### src/rtl/alu_pkg.sv
package alu_pkg;

    typedef enum logic [3:0] {
        OP_ADD = 4'd0,
        OP_ADC = 4'd1,
        OP_SUB = 4'd2,
        OP_SBC = 4'd3,
        OP_AND = 4'd4,
        OP_XOR = 4'd5,
        OP_OR  = 4'd6,
        OP_CP  = 4'd7,
        OP_INC = 4'd8,
        OP_DEC = 4'd9,
        OP_DAA = 4'd10,
        OP_CPL = 4'd11,
        OP_SCF = 4'd12,
        OP_CCF = 4'd13
    } alu_op_e;

    typedef struct packed {
        logic z;
        logic n;
        logic h;
        logic c;
    } alu_flags_t;

    localparam int NIB_W = 4;

endpackage

### src/rtl/alu_addsub.sv
module alu_addsub #(
    parameter int DATA_W = 8
) (
    input  logic [DATA_W-1:0] a_i,
    input  logic [DATA_W-1:0] b_i,
    input  logic              cin_i,
    input  logic              sub_i,
    output logic [DATA_W-1:0] sum_o,
    output logic              cout_o,
    output logic              hout_o
);
    localparam int NW   = alu_pkg::NIB_W;
    localparam int HI_W = DATA_W - NW;

    logic [DATA_W-1:0] b_eff;
    logic              c0;
    logic [NW:0]       lo_sum;
    logic [HI_W:0]     hi_sum;

    // Subtraction as a + ~b + ~borrow; carries are flipped back into borrows.
    always_comb begin
        b_eff  = sub_i ? ~b_i : b_i;
        c0     = sub_i ? ~cin_i : cin_i;
        lo_sum = {1'b0, a_i[NW-1:0]} + {1'b0, b_eff[NW-1:0]} + {{NW{1'b0}}, c0};
        hi_sum = {1'b0, a_i[DATA_W-1:NW]} + {1'b0, b_eff[DATA_W-1:NW]}
               + {{HI_W{1'b0}}, lo_sum[NW]};
        sum_o  = {hi_sum[HI_W-1:0], lo_sum[NW-1:0]};
        cout_o = hi_sum[HI_W] ^ sub_i;
        hout_o = lo_sum[NW] ^ sub_i;
    end
endmodule

### src/rtl/alu_logic.sv
module alu_logic #(
    parameter int DATA_W = 8
) (
    input  logic [DATA_W-1:0] a_i,
    input  logic [DATA_W-1:0] b_i,
    input  logic [1:0]        sel_i,
    output logic [DATA_W-1:0] res_o
);
    always_comb begin
        unique case (sel_i)
            2'd0:    res_o = a_i & b_i;
            2'd1:    res_o = a_i ^ b_i;
            default: res_o = a_i | b_i;
        endcase
    end
endmodule

### src/rtl/alu_bcd_adj.sv
module alu_bcd_adj #(
    parameter int DATA_W = 8
) (
    input  logic [DATA_W-1:0] a_i,
    input  logic              n_i,
    input  logic              h_i,
    input  logic              c_i,
    output logic [DATA_W-1:0] res_o,
    output logic              cout_o
);
    localparam int NW = alu_pkg::NIB_W;
    localparam logic [NW-1:0]     LO_LIM  = NW'(9);
    localparam logic [DATA_W-1:0] HI_LIM  = DATA_W'(8'h99);
    localparam logic [DATA_W-1:0] LO_CORR = DATA_W'(8'h06);
    localparam logic [DATA_W-1:0] HI_CORR = DATA_W'(8'h60);

    logic              lo_fix;
    logic              hi_fix;
    logic [DATA_W-1:0] corr;

    always_comb begin
        lo_fix = h_i | (a_i[NW-1:0] > LO_LIM);
        hi_fix = c_i | (a_i > HI_LIM);
        corr   = (lo_fix ? LO_CORR : '0) | (hi_fix ? HI_CORR : '0);
        res_o  = n_i ? (a_i - corr) : (a_i + corr);
        cout_o = hi_fix;
    end
endmodule

### src/rtl/alu_core.sv
module alu_core #(
    parameter int DATA_W = 8
) (
    input  logic              clk,
    input  logic              rst_n,
    input  logic [3:0]        op_i,
    input  logic [DATA_W-1:0] acc_i,
    input  logic [DATA_W-1:0] opb_i,
    input  logic [3:0]        flags_i,
    output logic [DATA_W-1:0] result_o,
    output logic [7:0]        flags_o,
    output logic              wr_en_o
);
    import alu_pkg::*;

    localparam logic [DATA_W-1:0] ONE = DATA_W'(1);

    typedef struct packed {
        logic [DATA_W-1:0] res;
        alu_flags_t        fl;
        logic              we;
    } alu_state_t;

    alu_state_t state_d, state_q;
    alu_flags_t fin;
    alu_op_e    op;

    logic [DATA_W-1:0] as_a, as_b, as_sum;
    logic              as_cin, as_sub, as_cout, as_hout;
    logic [DATA_W-1:0] lg_res;
    logic [DATA_W-1:0] bcd_res;
    logic              bcd_cout;

    assign fin = alu_flags_t'(flags_i);
    assign op  = alu_op_e'(op_i);

    // Operand steering for the shared adder/subtractor
    always_comb begin
        as_a   = acc_i;
        as_b   = opb_i;
        as_cin = 1'b0;
        as_sub = 1'b0;
        unique case (op)
            OP_ADC:        as_cin = fin.c;
            OP_SUB, OP_CP: as_sub = 1'b1;
            OP_SBC: begin
                as_cin = fin.c;
                as_sub = 1'b1;
            end
            OP_INC: begin
                as_a = opb_i;
                as_b = ONE;
            end
            OP_DEC: begin
                as_a   = opb_i;
                as_b   = ONE;
                as_sub = 1'b1;
            end
            default: ;
        endcase
    end

    alu_addsub #(.DATA_W(DATA_W)) u_addsub (
        .a_i    (as_a),
        .b_i    (as_b),
        .cin_i  (as_cin),
        .sub_i  (as_sub),
        .sum_o  (as_sum),
        .cout_o (as_cout),
        .hout_o (as_hout)
    );

    alu_logic #(.DATA_W(DATA_W)) u_logic (
        .a_i   (acc_i),
        .b_i   (opb_i),
        .sel_i (op_i[1:0]),
        .res_o (lg_res)
    );

    alu_bcd_adj #(.DATA_W(DATA_W)) u_bcd (
        .a_i    (acc_i),
        .n_i    (fin.n),
        .h_i    (fin.h),
        .c_i    (fin.c),
        .res_o  (bcd_res),
        .cout_o (bcd_cout)
    );

    always_comb begin
        state_d.res = acc_i;
        state_d.fl  = fin;
        state_d.we  = 1'b0;
        unique case (op)
            OP_ADD, OP_ADC: begin
                state_d.res = as_sum;
                state_d.fl  = '{z: (as_sum == '0), n: 1'b0, h: as_hout, c: as_cout};
                state_d.we  = 1'b1;
            end
            OP_SUB, OP_SBC: begin
                state_d.res = as_sum;
                state_d.fl  = '{z: (as_sum == '0), n: 1'b1, h: as_hout, c: as_cout};
                state_d.we  = 1'b1;
            end
            OP_CP: begin
                state_d.fl  = '{z: (as_sum == '0), n: 1'b1, h: as_hout, c: as_cout};
            end
            OP_AND, OP_XOR, OP_OR: begin
                state_d.res = lg_res;
                state_d.fl  = '{z: (lg_res == '0), n: 1'b0, h: (op == OP_AND), c: 1'b0};
                state_d.we  = 1'b1;
            end
            OP_INC: begin
                state_d.res = as_sum;
                state_d.fl  = '{z: (as_sum == '0), n: 1'b0, h: as_hout, c: fin.c};
                state_d.we  = 1'b1;
            end
            OP_DEC: begin
                state_d.res = as_sum;
                state_d.fl  = '{z: (as_sum == '0), n: 1'b1, h: as_hout, c: fin.c};
                state_d.we  = 1'b1;
            end
            OP_DAA: begin
                state_d.res = bcd_res;
                state_d.fl  = '{z: (bcd_res == '0), n: fin.n, h: 1'b0, c: bcd_cout};
                state_d.we  = 1'b1;
            end
            OP_CPL: begin
                state_d.res = ~acc_i;
                state_d.fl  = '{z: fin.z, n: 1'b1, h: 1'b1, c: fin.c};
                state_d.we  = 1'b1;
            end
            OP_SCF: state_d.fl = '{z: fin.z, n: 1'b0, h: 1'b0, c: 1'b1};
            OP_CCF: state_d.fl = '{z: fin.z, n: 1'b0, h: 1'b0, c: ~fin.c};
            default: ;
        endcase
    end

    always_ff @(posedge clk or negedge rst_n) begin
        if (!rst_n) begin
            state_q <= '0;
        end else begin
            state_q <= state_d;
        end
    end

    assign result_o = state_q.res;
    assign flags_o  = {state_q.fl, 4'b0000};
    assign wr_en_o  = state_q.we;
endmodule

### config.mk
export PLATFORM = sky130hd
export DESIGN_NAME = alu_core
export DESIGN_NICKNAME = d
export VERILOG_FILES = /design/src/rtl/alu_pkg.sv /design/src/rtl/alu_addsub.sv /design/src/rtl/alu_logic.sv /design/src/rtl/alu_bcd_adj.sv /design/src/rtl/alu_core.sv
export SDC_FILE = /design/constraint.sdc
export NUM_CORES = 1
export LEC_CHECK = 0
export BUFFER_PORTS_ARGS = -buffer_cell sky130_fd_sc_hd__buf_2
export CAP_MARGIN = 15
export CORE_MARGIN = 2
export CORE_UTILIZATION = 58
export CTS_CLUSTER_SIZE = 25
export DETAILED_ROUTE_END_ITERATION = 6
export PLACE_DENSITY = 0.87
export REMOVE_ABC_BUFFERS = 1
export SYNTH_ARGS = -nofsm -noshare
export SYNTH_HDL_FRONTEND = slang
export SYNTH_SLANG_ARGS = --single-unit
### constraint.sdc
create_clock -name clk -period 0.8 [get_ports clk]
set_input_delay 0.16 -clock clk [delete_from_list [all_inputs] [get_ports clk]]
set_output_delay 0.16 -clock clk [all_outputs]
set_load 0.01 [all_outputs]
==> results of run 1 <==
-- cell families after synthesis --
family	Yosys count	share of synthesized area (%)
AOI/OAI and AO/OA	122	32.9
other	1	0.151
DFF	13	13.1
and+or+nand+nor	105	20.6
muxes	6	2.47
adders and majority gates	35	18.9
buffers and inverters	51	9.03
xor gates and xnor gates	8	2.83
-- synthesized netlist by cell type (2+ instances only) --
library cell / number
buf_4: 6
xor2_1: 3
nand2_2: 2
a21oi_1: 36
o221ai_1: 4
fa_1: 4
a221oi_1: 6
o22a_1: 3
o2bb2ai_1: 2
a21o_1: 5
inv_1: 28
o21a_1: 4
a221o_1: 3
o41ai_1: 2
o22ai_1: 5
a211o_1: 3
nand2_1: 22
o21ai_0: 22
clkbuf_1: 4
nor2_1: 35
dfrtp_1: 13
nand2b_1: 3
nand3_1: 4
buf_1: 4
nor3_2: 2
and2_1: 2
ha_1: 31
a2111oi_0: 3
a211oi_1: 10
mux2i_1: 5
or3_1: 3
a22oi_1: 2
a31oi_1: 3
nor4_1: 4
xnor2_1: 5
nor3_1: 11
buf_2: 8
nor2b_1: 8
nand4_1: 2
-- metrics by stage --
stage,TNS [ps],cells
after CTS,-25020,549
after detailed placement,-28850,519
after global placement,-26950,519
after floorplan,-32440,322
-- per-layer routing --
| metal | GRT overflow | GRT usage (%) |
|---|---|---|
| met1 | 0 | 65.1 |
| met2 | 3 | 91.5 |
| met3 | 0 | 44.8 |
| met4 | 3 | 66.2 |
| met5 | 0 | 0 |
-- what timing repair did --
action	in CTS
resized for setup	59
endpoints found under the hold margin	13
hold buffers	1
endpoints found under the setup margin	26
buffers inserted	25
pin swaps	24
==> flow_summary.yaml, run 1 <==
run_status:
  outcome: "did not finish"
  lastStage: "5_1_grt"
  stop_error: "[ERROR GRT-0116] Global routing finished with congestion. Check the congestion regions in the DRC Viewer."
global_route:
  grt_pass1_vias: 4664
  grt_pass1_wl_um: 24900
  grt_usage_pct: 66.7
  grt_max_degree: 22
  grt_overflow_total: 6
place:
  place_area_um2: 3460
  place_congestion: 1.09
  port_buffers: 38
  hpwl_um: 7870
  post-place-ws_ps: -3580
logic_synthesis:
  synth.distinct_cells: 58
  ys_seq_area_share_pct: 13.1
  syn_area_um2: 2480
  synth_ff_type: "dfrtp_1"
  yosys.area.top_type_share_pct: 15.6
  yosysTopAreaCell: "ha_1"
  yosys-top-cells-area: "ha_1 (16%), dfrtp_1 (13%), a21oi_1 (7.3%), nor2_1 (5.3%), o21ai_0 (4.4%)"
  ys_async_sr_fraction_pct: 100
  synth_edf_count: 0
  synth-seq-cells: 13
  yosysWarnings: 0
  syn_inst: 341
  syn_area_per_cell_um2: 7.27
die:
  die_h_um: 69.4
  die_x_um: 69.4
  start_util_pct: 61.1
  row_count: 23
  io_pins: 43
clock_network:
  cts-htree-levels: 1
  clock-root-buffer: "clkbuf_8"
  cts_buffers: 3
  cts_num_sinks: 13
  clockBufferDepth: 2
==> inputs of run 2 (changes only) <==
- CORE_UTILIZATION: 58 -> 40
- CTS_CLUSTER_SIZE: 25 -> not set
- PLACE_DENSITY: 0.87 -> not set
- PLACE_DENSITY_LB_ADDON: not set -> 0.15
==> flow_summary.yaml, run 2 <==
place:
  hpwl_um: 7430
  port_buffers: 38
  place_congestion: 0.920
power:
  power_density_nw_per_um2: 1170
  vdd_drop_max_mv: 1.13
  p_leak_uw: 0.00203
cells_and_area:
  areaGrowthSynthToFinish_pct: 67.8
  layout_common_cells: "buf_4 (112), a21oi_1 (30), buf_6 (30)"
  nNetsFinal: 564
  num_antenna_cells: 0
  final_common_cell: "buf_4"
  largest_register_ffs: 8
  multiInputGateArea_um2: 2180
  drive_gt1_share_pct: 46.8
  seqCellArea_um2: 325
  fill_cells: 483
logic_synthesis:
  syn_inst: 341
  yosys.cell_count.top_type: "a21oi_1"
  synth_top_family_by_area: "compound AO/OA/AOI/OAI gates"
  synth_xor_area_share_pct: 2.83
  ys_seq_area_share_pct: 13.1
  yosys.area.top_type_share_pct: 15.6
  synth-adder-area-share_pct: 18.9
  syn_area_per_cell_um2: 7.27
  yosysWarnings: 0
  synth-compound-area-share_pct: 32.9
  synthTopCellsByCount: "a21oi_1 (36), nor2_1 (35), ha_1 (31)"
  synth_edf_count: 0
  synth_mux_area_share_pct: 2.47
  ys_async_sr_fraction_pct: 100
  syn_area_um2: 2480
  synth_ff_type: "dfrtp_1"
  synthSimpleGateAreaFrac_pct: 20.6
  yosys-top-cells-area: "ha_1 (16%), dfrtp_1 (13%), a21oi_1 (7.3%), nor2_1 (5.3%), o21ai_0 (4.4%)"
  synth-seq-cells: 13
  yosysTopAreaCell: "ha_1"
  synth.distinct_cells: 58
clock_network:
  cts-htree-levels: 1
  clkTransAtPathRegs_ps: 50
  cts_buffers: 3
  clockBufferDepth: 2
  clock-root-buffer: "clkbuf_8"
  cts_num_sinks: 13
  cts_tree: "built"
run_status:
  outcome: "complete, but fails checks"
  violations: "negative setup slack"
die:
  dieArea_um2: 6850
  start_util_pct: 41.6
  die_h_um: 82.7
  die_x_um: 82.7
  core_um2: 5960
  row_count: 28
  io_pins: 43
sta:
  setup_slack_ps: -2880
  fmaxAchievable_mhz: 272
  fin_crit_ps: 3680
  setup_viol: 26
  slew_violations: 0
  whs_ps: 320
  rsz0062_at_grt: "true"
  hold_viol: 0
  finalSetupTns_ps: -24810
  period_share_pct: 460
global_route:
  grt_overflow_total: 0
  grt_max_degree: 21
  grt_pass1_wl_um: 15700
  grt_pass1_vias: 3110
  grt_usage_pct: 30.3
  antenna_found_initial: 0
drt:
  wirelength_um: 9970
  antenna_left: 0
  num_vias: 3268
  via_per_inst: 5.66
  drt_iter0_drc: 245
  drc: 0
  wl_per_cell_um: 17.3
  drtPass1Iterations: 5
critical_path:
  timing_worst_setup_path_type: "in2reg"
  worstPathArrival_ps: 3830
  setup.worst_path.start_class: "input pin"
  endpoint_kind: "flop"
  crit_required_ps: 950
  worstPathMaxFanout: 5
min_path:
  hp-class: "in2reg"
flow_run:
  cap_violations: 0
==> run 2: cell counts after synthesis <==
No cell type changed its count.
==> run 2: worst max-delay path: stages <==
cell	delay [ps]
buf_12	90
inv_1	120
nor2_4	160
nor2_2	60
o22ai_2	160
a21oi_2	60
fa_2	390
fa_2	380
nor2b_1	130
o21ai_1	90
and2_4	160
fa_2	410
fa_2	550
nand4_1	90
a2111oi_2	210
nand2_1	70
or3_1	330
a31oi_1	190
==> run 2: stage by stage <==
step / power, µW / instances / setup slack, ps / util [%] / instance area, µm²
after floorplan: 2100 / 322 / -4030 / - / 2380
after global placement: 3440 / 543 / -3370 / 58.4 / 3480
after detailed placement: 3480 / 543 / -3520 / 58.4 / 3480
after CTS: 4760 / 579 / -2820 / 68.4 / 4080
after global routing: 5190 / 577 / -3030 / 69.9 / 4160
final: 4860 / 577 / -2880 / 69.9 / 4160
==> run 2: path summary, 6_finish.rpt <==
| kind | cells past startpoint | to | slack [ps] | from |
|---|---|---|---|---|
| max | 18 | flags_o[7] | -2880 | op_i[1] |
| min | 3 | flags_o[4] | 320 | op_i[3] |
| max in group asynchronous | 2 | flags_o[7] | 250 | rst_n |
| min in group asynchronous | 2 | result_o[5] | 330 | rst_n |
==> run 2: layout make-up <==
cell class | instances | share of cell area [%]
inverter | 29 | 2.83
timing repair buffer | 176 | 33.6
tap | 75 | 2.25
clock buffer | 4 | 1.08
multi-input combinational | 280 | 52.4
sequential | 13 | 7.82
==> run 2: timing repair <==
action,in CTS,in global routing
gates resized for setup,81,30
hold buffers,1,0
endpoints found under the setup margin,26,26
setup buffers,44,8
hold endpoints to repair,13,0
pin swaps,31,22
==> run 2: layer usage <==
| layer | vias up | global-route usage [%] | routed length (µm) |
|---|---|---|---|
| met1 | 1511 | 39.5 | 4220 |
| met4 | 0 | 13.0 | 464 |
| met5 | - | 0 | 0 |
| met2 | 152 | 50.9 | 4660 |
| met3 | 37 | 2.72 | 624 |
| li1 | 1568 | - | - |
==> run 2: kinds of logic after synthesis <==
logic type | count (synthesis)
other cells | 1
fa+ha+maj | 35
buf+inv | 51
compound gates | 122
flops | 13
xor+xnor | 8
simple gates | 105
mux | 6
==> run 2: power breakdown <==
group | switching [µW] | internal (µW) | total [µW]
sequential | 26.9 | 759 | 786
clock | 210 | 350 | 560
combinational | 1670 | 1850 | 3510
total | 1900 | 2960 | 4860
Note: power is estimated with default switching activity, not from simulation.
